--- config.mk ---
export PLATFORM = sky130hd
export DESIGN_NAME = hazard_ctrl
export DESIGN_NICKNAME = d
export VERILOG_FILES = /design/src/rtl/hazard_pkg.sv /design/src/rtl/hazard_dest_dec.sv /design/src/rtl/hazard_src_dec.sv /design/src/rtl/hazard_operand_ctl.sv /design/src/rtl/hazard_ctrl.sv
export SDC_FILE = /design/constraint.sdc
export NUM_CORES = 1
export LEC_CHECK = 0
export BUFFER_PORTS_ARGS = -buffer_cell sky130_fd_sc_hd__buf_2
export CAP_MARGIN = 20
export CORE_MARGIN = 2
export CORE_UTILIZATION = 50
export DETAILED_ROUTE_END_ITERATION = 7
export PLACE_DENSITY = 0.95
export SYNTH_ARGS = -nofsm -noshare
export SYNTH_HDL_FRONTEND = slang
export SYNTH_SLANG_ARGS = --single-unit
--- constraint.sdc ---
create_clock -name vclk -period 4.7
set_input_delay 0.705 -clock vclk [all_inputs]
set_output_delay 0.705 -clock vclk [all_outputs]
set_load 0.01 [all_outputs]
--- src/rtl/hazard_pkg.sv ---
package hazard_pkg;
  localparam int OPC_W = 4;
  localparam int SEL_W = 2;

  localparam logic [OPC_W-1:0] OP_NOP   = 4'd0;
  localparam logic [OPC_W-1:0] OP_ALU   = 4'd1;
  localparam logic [OPC_W-1:0] OP_ALUI  = 4'd2;
  localparam logic [OPC_W-1:0] OP_LOAD  = 4'd3;
  localparam logic [OPC_W-1:0] OP_STORE = 4'd4;
  localparam logic [OPC_W-1:0] OP_BEQZ  = 4'd5;
  localparam logic [OPC_W-1:0] OP_BNEZ  = 4'd6;
  localparam logic [OPC_W-1:0] OP_J     = 4'd7;
  localparam logic [OPC_W-1:0] OP_JAL   = 4'd8;
  localparam logic [OPC_W-1:0] OP_JR    = 4'd9;
  localparam logic [OPC_W-1:0] OP_JALR  = 4'd10;

  localparam logic [SEL_W-1:0] SRC_RF  = 2'd0;
  localparam logic [SEL_W-1:0] SRC_EX  = 2'd1;
  localparam logic [SEL_W-1:0] SRC_MEM = 2'd2;
  localparam logic [SEL_W-1:0] SRC_WB  = 2'd3;

  localparam int N_OLD = 3;
endpackage

--- src/rtl/hazard_dest_dec.sv ---
module hazard_dest_dec
  import hazard_pkg::*;
#(
  parameter int REG_W = 5
) (
  input  logic [OPC_W-1:0] op,
  input  logic [REG_W-1:0] rt,
  input  logic [REG_W-1:0] rd,
  output logic [REG_W-1:0] ws,
  output logic             we,
  output logic             we_byp,
  output logic             we_stl,
  output logic             is_load
);
  localparam logic [REG_W-1:0] LINK = {REG_W{1'b1}};

  always_comb begin
    ws      = '0;
    we      = 1'b0;
    we_byp  = 1'b0;
    we_stl  = 1'b0;
    is_load = 1'b0;
    case (op)
      OP_ALU: begin
        ws     = rd;
        we     = (rd != '0);
        we_byp = (rd != '0);
      end
      OP_ALUI: begin
        ws     = rt;
        we     = (rt != '0);
        we_byp = (rt != '0);
      end
      OP_LOAD: begin
        ws      = rt;
        we      = (rt != '0);
        we_stl  = (rt != '0);
        is_load = (rt != '0);
      end
      OP_JAL, OP_JALR: begin
        ws     = LINK;
        we     = 1'b1;
        we_stl = 1'b1;
      end
      default: ;
    endcase
  end
endmodule

--- src/rtl/hazard_src_dec.sv ---
module hazard_src_dec
  import hazard_pkg::*;
(
  input  logic [OPC_W-1:0] op,
  output logic             re1,
  output logic             re2
);
  always_comb begin
    re1 = 1'b0;
    re2 = 1'b0;
    case (op)
      OP_ALU, OP_STORE: begin
        re1 = 1'b1;
        re2 = 1'b1;
      end
      OP_ALUI, OP_LOAD, OP_BEQZ, OP_BNEZ, OP_JR, OP_JALR: re1 = 1'b1;
      default: ;
    endcase
  end
endmodule

--- src/rtl/hazard_operand_ctl.sv ---
module hazard_operand_ctl
  import hazard_pkg::*;
#(
  parameter int REG_W  = 5,
  parameter bit HAS_EX = 1'b1
) (
  input  logic [1:0]                  mode,
  input  logic [REG_W-1:0]            src,
  input  logic                        re,
  input  logic [N_OLD-1:0][REG_W-1:0] ws,
  input  logic [N_OLD-1:0]            we,
  input  logic                        ex_byp,
  input  logic                        ex_stl,
  input  logic                        ex_load,
  output logic [SEL_W-1:0]            sel,
  output logic                        hit
);
  logic [N_OLD-1:0] same;
  logic [N_OLD-1:0] live;

  genvar s;
  generate
    for (s = 0; s < N_OLD; s++) begin : g_cmp
      assign same[s] = re && (src == ws[s]);
      assign live[s] = same[s] && we[s];
    end
  endgenerate

  always_comb begin
    sel = SRC_RF;
    hit = 1'b0;
    if (mode[1]) begin
      if (live[0])      sel = SRC_EX;
      else if (live[1]) sel = SRC_MEM;
      else if (live[2]) sel = SRC_WB;
      hit = same[0] && ex_load;
    end else if (mode[0] && HAS_EX) begin
      if (same[0] && ex_byp) sel = SRC_EX;
      hit = (same[0] && ex_stl) || live[1] || live[2];
    end else begin
      hit = |live;
    end
  end
endmodule

--- src/rtl/hazard_ctrl.sv ---
module hazard_ctrl
  import hazard_pkg::*;
#(
  parameter int REG_W = 5
) (
  input  logic [1:0]       mode,
  input  logic [OPC_W-1:0] id_op,
  input  logic [REG_W-1:0] id_rs,
  input  logic [REG_W-1:0] id_rt,
  input  logic [OPC_W-1:0] ex_op,
  input  logic [REG_W-1:0] ex_rt,
  input  logic [REG_W-1:0] ex_rd,
  input  logic             ex_zero,
  input  logic [OPC_W-1:0] mem_op,
  input  logic [REG_W-1:0] mem_rt,
  input  logic [REG_W-1:0] mem_rd,
  input  logic [OPC_W-1:0] wb_op,
  input  logic [REG_W-1:0] wb_rt,
  input  logic [REG_W-1:0] wb_rd,
  output logic             stall,
  output logic [SEL_W-1:0] sel_a,
  output logic [SEL_W-1:0] sel_b
);
  logic [N_OLD-1:0][OPC_W-1:0] st_op;
  logic [N_OLD-1:0][REG_W-1:0] st_rt, st_rd, st_ws;
  logic [N_OLD-1:0]            st_we, st_byp, st_stl, st_ld;
  logic                        re1, re2, hit_a, hit_b, br_taken;

  assign st_op = {wb_op, mem_op, ex_op};
  assign st_rt = {wb_rt, mem_rt, ex_rt};
  assign st_rd = {wb_rd, mem_rd, ex_rd};

  genvar s;
  generate
    for (s = 0; s < N_OLD; s++) begin : g_dest
      hazard_dest_dec #(.REG_W(REG_W)) u_dest (
        .op(st_op[s]), .rt(st_rt[s]), .rd(st_rd[s]),
        .ws(st_ws[s]), .we(st_we[s]), .we_byp(st_byp[s]),
        .we_stl(st_stl[s]), .is_load(st_ld[s])
      );
    end
  endgenerate

  hazard_src_dec u_src (.op(id_op), .re1(re1), .re2(re2));

  hazard_operand_ctl #(.REG_W(REG_W), .HAS_EX(1'b1)) u_opa (
    .mode(mode), .src(id_rs), .re(re1), .ws(st_ws), .we(st_we),
    .ex_byp(st_byp[0]), .ex_stl(st_stl[0]), .ex_load(st_ld[0]),
    .sel(sel_a), .hit(hit_a)
  );

  hazard_operand_ctl #(.REG_W(REG_W), .HAS_EX(1'b0)) u_opb (
    .mode(mode), .src(id_rt), .re(re2), .ws(st_ws), .we(st_we),
    .ex_byp(st_byp[0]), .ex_stl(st_stl[0]), .ex_load(st_ld[0]),
    .sel(sel_b), .hit(hit_b)
  );

  assign br_taken = ((ex_op == OP_BEQZ) && ex_zero) ||
                    ((ex_op == OP_BNEZ) && !ex_zero);
  assign stall = (hit_a || hit_b) && !br_taken;
endmodule

Word level (Yosys, flattened, before mapping):

Cells that the tools add are included.
W data, S select, Z words.

* register bits: 0
* input bits: 59
* output and inout bits: 5
* logic and storage cells: 96

* eq/ne operators: 31
* multiplexer cells: 24
* reduce and logical (&&, ||, !) cells: 41

Operators by type and width (count)
* $pmux W5 S3: 3
* $eq A4 B2 Y1 const B: 8
* $eq A4 B4 Y1 const B: 8
* $eq A5 B5 Y1: 6
* $reduce_bool A5 Y1: 6
* $eq A4 B3 Y1 const B: 5
* $logic_and A1 B1 Y1: 19
* $mux W2: 9
* $eq A4 B1 Y1 const B: 4
* $reduce_or A2 Y1: 7
* $pmux W1 S3: 3
* $reduce_or A8 Y1: 1
* $mux W1: 7
* $reduce_or A3 Y1: 2
* $logic_or A1 B1 Y1: 4
* $pmux W1 S2: 2
* $logic_not A1 Y1: 2

Longest topological paths before layout:

* depth in word-level cells: 12
* mapped depth: 8

By module:

A second synthesis with hierarchy kept.

* cells, all modules: 184
* area, all modules: 1242.4 um2

Modules (own cells, without submodules)
* hazard_dest_dec: instances 3, cells each 37, area an instance 232.7 um2, seq. area each 0.0 um2
* hazard_operand_ctl at u_opa: instances 1, cells each 33, area an instance 252.7 um2, seq. area each 0.0 um2
* hazard_operand_ctl at u_opb: instances 1, cells each 29, area an instance 221.5 um2, seq. area each 0.0 um2
* hazard_src_dec: instances 1, cells each 5, area an instance 40.0 um2, seq. area each 0.0 um2
* hazard_ctrl: instances 1, cells each 6, area an instance 30.0 um2, seq. area each 0.0 um2

Least setup slack after synthesis:

Ideal clock, no wire load.

* path kind: input to output
* from: in ex_op[3]
* to: out stall
* arrival time: 2.194 ns
* data required time: 3.995 ns
* path slack: 1.801 ns
* stages: 8
* cell sequence: buf_4 a21o_1 a21oi_1 xnor2_1 nand4_1 nor3_2 o211ai_1 a22oi_1

* longest elaborated chain between the ends: 12

RTL lines
* start, declared: line hazard_ctrl.sv:10 `input logic [OPC_W-1:0] ex_op,`
* $eq A4 B4 Y1 or $eq A4 B2 Y1 (tied branches): line hazard_dest_dec.sv:23 `case (op)`
* $reduce_or A2 Y1 (on tied branches)
* $pmux W5 S3: line hazard_dest_dec.sv:23
* $eq A5 B5 Y1: line hazard_operand_ctl.sv:24 `assign same[s] = re && (src == ws[s]);`
* $logic_and A1 B1 Y1: line hazard_operand_ctl.sv:24
* $logic_and A1 B1 Y1: line hazard_operand_ctl.sv:39 `hit = (same[0] && ex_stl) || live[1] || live[2];`
* $logic_or A1 B1 Y1 (2 in series): line hazard_operand_ctl.sv:39
* $mux W1: line hazard_operand_ctl.sv:37 `end else if (mode[0] && HAS_EX) begin`
* $mux W1: line hazard_operand_ctl.sv:32 `if (mode[1]) begin`
* $logic_or A1 B1 Y1: line hazard_ctrl.sv:60 `assign stall = (hit_a || hit_b) && !br_taken;`
* $logic_and A1 B1 Y1 (*): line hazard_ctrl.sv:60
* end, declared: line hazard_ctrl.sv:20 `output logic stall,`

Every way passes the cells marked *; elsewhere a longest branch is shown, timed or not.

Worst setup path in the final report:

* from: in ex_rd[1]
* to: out stall

* longest elaborated chain between the ends: 10

RTL lines
* start, declared: line hazard_ctrl.sv:12 `input logic [REG_W-1:0] ex_rd,`
* $pmux W5 S3: line hazard_dest_dec.sv:23
* $eq A5 B5 Y1: line hazard_operand_ctl.sv:24
* $logic_and A1 B1 Y1: line hazard_operand_ctl.sv:24
* $logic_and A1 B1 Y1: line hazard_operand_ctl.sv:39
* $logic_or A1 B1 Y1 (2 in series): line hazard_operand_ctl.sv:39
* $mux W1: line hazard_operand_ctl.sv:37
* $mux W1: line hazard_operand_ctl.sv:32
* $logic_or A1 B1 Y1 (*): line hazard_ctrl.sv:60
* $logic_and A1 B1 Y1 (*): line hazard_ctrl.sv:60

Marked as above.

==> summary.txt <==
Timing
  • Max-Slew Margin vs Limit: 62.07%
  • Final min period: 3.238 ns
  • Final hold slack: approximately 1.8 ns
  • Final Hold Viols: 0
  • Highest Clock Rate: 0.3088 GHz
  • Setup TNS: 0 ns
  • Final Setup Violations: 0
  • Slew Limit Fails: 0
  • Final period util: 68.90%
  • RSZ-0062 raised after global routing: false
  • Worst Tran Pin Value: 0.5601 ns

Finish
  • Footprint of the multi-input gates: 977.2 um2
  • Syn-to-layout area delta: 30.16%
  • Sequential cell area: 0 um2
  • Seq_cells: 0
  • CLK BUF: 0
  • Final core utilization: 68.81%
  • Final Non-Filler Cells: ~240
  • Share of layout cells above drive strength 1: 31.31%
  • Fin area: 0.001350 mm2
  • Diode count: 0
  • Nets: ~280
  • FILL cells: 197

Critical path
  • CP Data Required Time: 3.99 ns
  • Crit start category: input port
  • Worst EP arrival: roughly 2.5 ns
  • Worst setup EP type: primary output
  • Setup CP Type: in2out
  • Max Fanout on Critical Path: 3

GRT
  • Initial antenna violation count: 0
  • Vias in the first global route: approximately 1300
  • Gr ovfl total: 0
  • Pin count of the biggest net entering global routing: 14
  • First-pass GRT wire length: 4864 um
  • All-Layer GR Usage: 23.42%

Flow run
  • MaxCap Viol Count: 0

Logic synthesis
  • Unique masters post-synth: 29
  • Sequential share of the synthesized area: 0%
  • Mapped Area: 0.001037 mm2
  • Post-synth top area share: 23.64%
  • Synth area leader: xnor2_1
  • Mean Syn Cell Area: 6.524 um2
  • Net Count, Synth: 218
  • Cell count after synthesis: between 150 and 200
  • Synth cell count leaders: a21oi_1, xnor2_1, nand3b_1, nor3_1, o211ai_1
  • Most frequent cell after synthesis: a21oi_1
  • Ys Warns: 0
  • Top cells by area, synth: xnor2_1, a21oi_1, nand3b_1

Min path
  • WHS Endpoint: sel_a[1]
  • Min-delay src: mode[1]
  • Hold Path Stages: 4
  • Hold WC Path Type: in2out

Die
  • Core area: 0.001962 mm2
  • Initial Util: 52.87%
  • Rows: 16
  • Die W: 49.55 um
  • Die area: 0.002455 mm2
  • I/O pin total: 64
  • Die H: 49.55 um

Pwr
  • P per Cell Area: 87.04 mW/mm2
  • Leak pwr: 0.5311 nW
  • Worst vdd ir: about 0.05 mV

Routing
  • Routed wl met3: 170 um
  • Routed WL: 2985 um
  • DR WL met2: 1455 um
  • Total number of vias: 1392
  • Drt wl/cell: 12.39 um
  • Iter 0 DRT Violations: 36
  • M1 wire length: about 1300 um
  • Max layer used: met4
  • Antenna-violating nets left: 0
  • Drt first pass iters: 4
  • Vias per cell: 5.776
  • Drc violations: 0

Placement
  • Port Buf Inserts: 64
  • Detailed placer's ending HPWL: between 2000 and 3000 um
  • Placed cells: 241
  • Final Wtd Congestion: about 0.85
  • Cell Area, Placed: 0.001350 mm2

CTS
  • Number of post-CTS setup repair buffers: 0
  • CTS hold repair buffers: 0
  • Post-cts sizing count: 0

Status
  • Status: finished, final reports clean
==> per-layer routing <==
metal | vias to the layer above | global-route usage (%)
li1 | 713 | -
met1 | 610 | 29.30
met2 | 62 | 44.00
met3 | 7 | 0.9091
met4 | 0 | 4.630
met5 | - | 0
==> kinds of logic (layout without fill, tap and decap cells) <==
family                 Yosys count  count (layout)  share of synthesized area [%]
XOR/XNOR                        31              31                          26.18
buffers and inverters           14              69                          5.790
AND/OR/NAND/NOR                 58              58                          35.59
AO/OA/AOI/OAI                   56              56                          32.45
==> cell type report <==
type | instances | share of cell area [%]
multi-input cells | 145 | 72.38
inverters | 5 | 1.390
well taps | 27 | 2.502
repair buffers | 64 | 23.73
==> critical path, cell delays in order <==
cell and delay [ns]:
buf_2 0.10, or4_1 0.53, o211ai_1 0.25, nand3_1 0.18, nor4b_4 0.18, a2111oi_2 0.33
a22oi_1 0.10, buf_2 0.15
==> layout by cell type, fill, tap and decap left out, types with 3 or more instances in the layout <==
cell / netlist / final
buf_2: 3 / 64
a21oi_1: 31 / 31
xnor2_1: 28 / 28
nand3b_1: 15 / 15
nor3_1: 8 / 8
o211ai_1: 7 / 7
nand2_1: 6 / 6
nor2_1: 6 / 6
or4_1: 6 / 6
o21ai_0: 6 / 6
nand4_1: 6 / 6
inv_1: 5 / 5
a21o_1: 3 / 3
nand3_1: 3 / 3
o311ai_1: 3 / 3
xor2_1: 3 / 3
a22oi_1: 3 / 3
==> power by group <==
group	switching [mW]	total [mW]	leakage (nW)	internal, mW
combinational	0.0624	0.118	0.531	0.0551
clock	0	0	0	0
sequential	0	0	0	0
==> stage by stage <==
stage / power (mW) / worst slack, ns
2_1_floorplan: 0.07291 / 1.801
3_3_place_gp: 0.1133 / 1.530
3_5_place_dp: 0.1164 / 1.473
4_1_cts: 0.1166 / 1.473
5_1_grt: 0.1290 / 1.333
6_report: 0.1175 / 1.462
==> worst max-delay path by stage <==
stage	cells after the start	end	slack, ns	from
floorplan	8	stall	1.80	ex_op[3]
global placement	8	stall	1.53	ex_rd[1]
detailed placement	8	stall	1.47	ex_rd[1]
CTS	8	stall	1.47	ex_rd[1]
global route	8	stall	1.33	ex_rd[1]
finish	8	stall	1.46	ex_rd[1]
No activity file was read; power rests on OpenSTA's default activity.
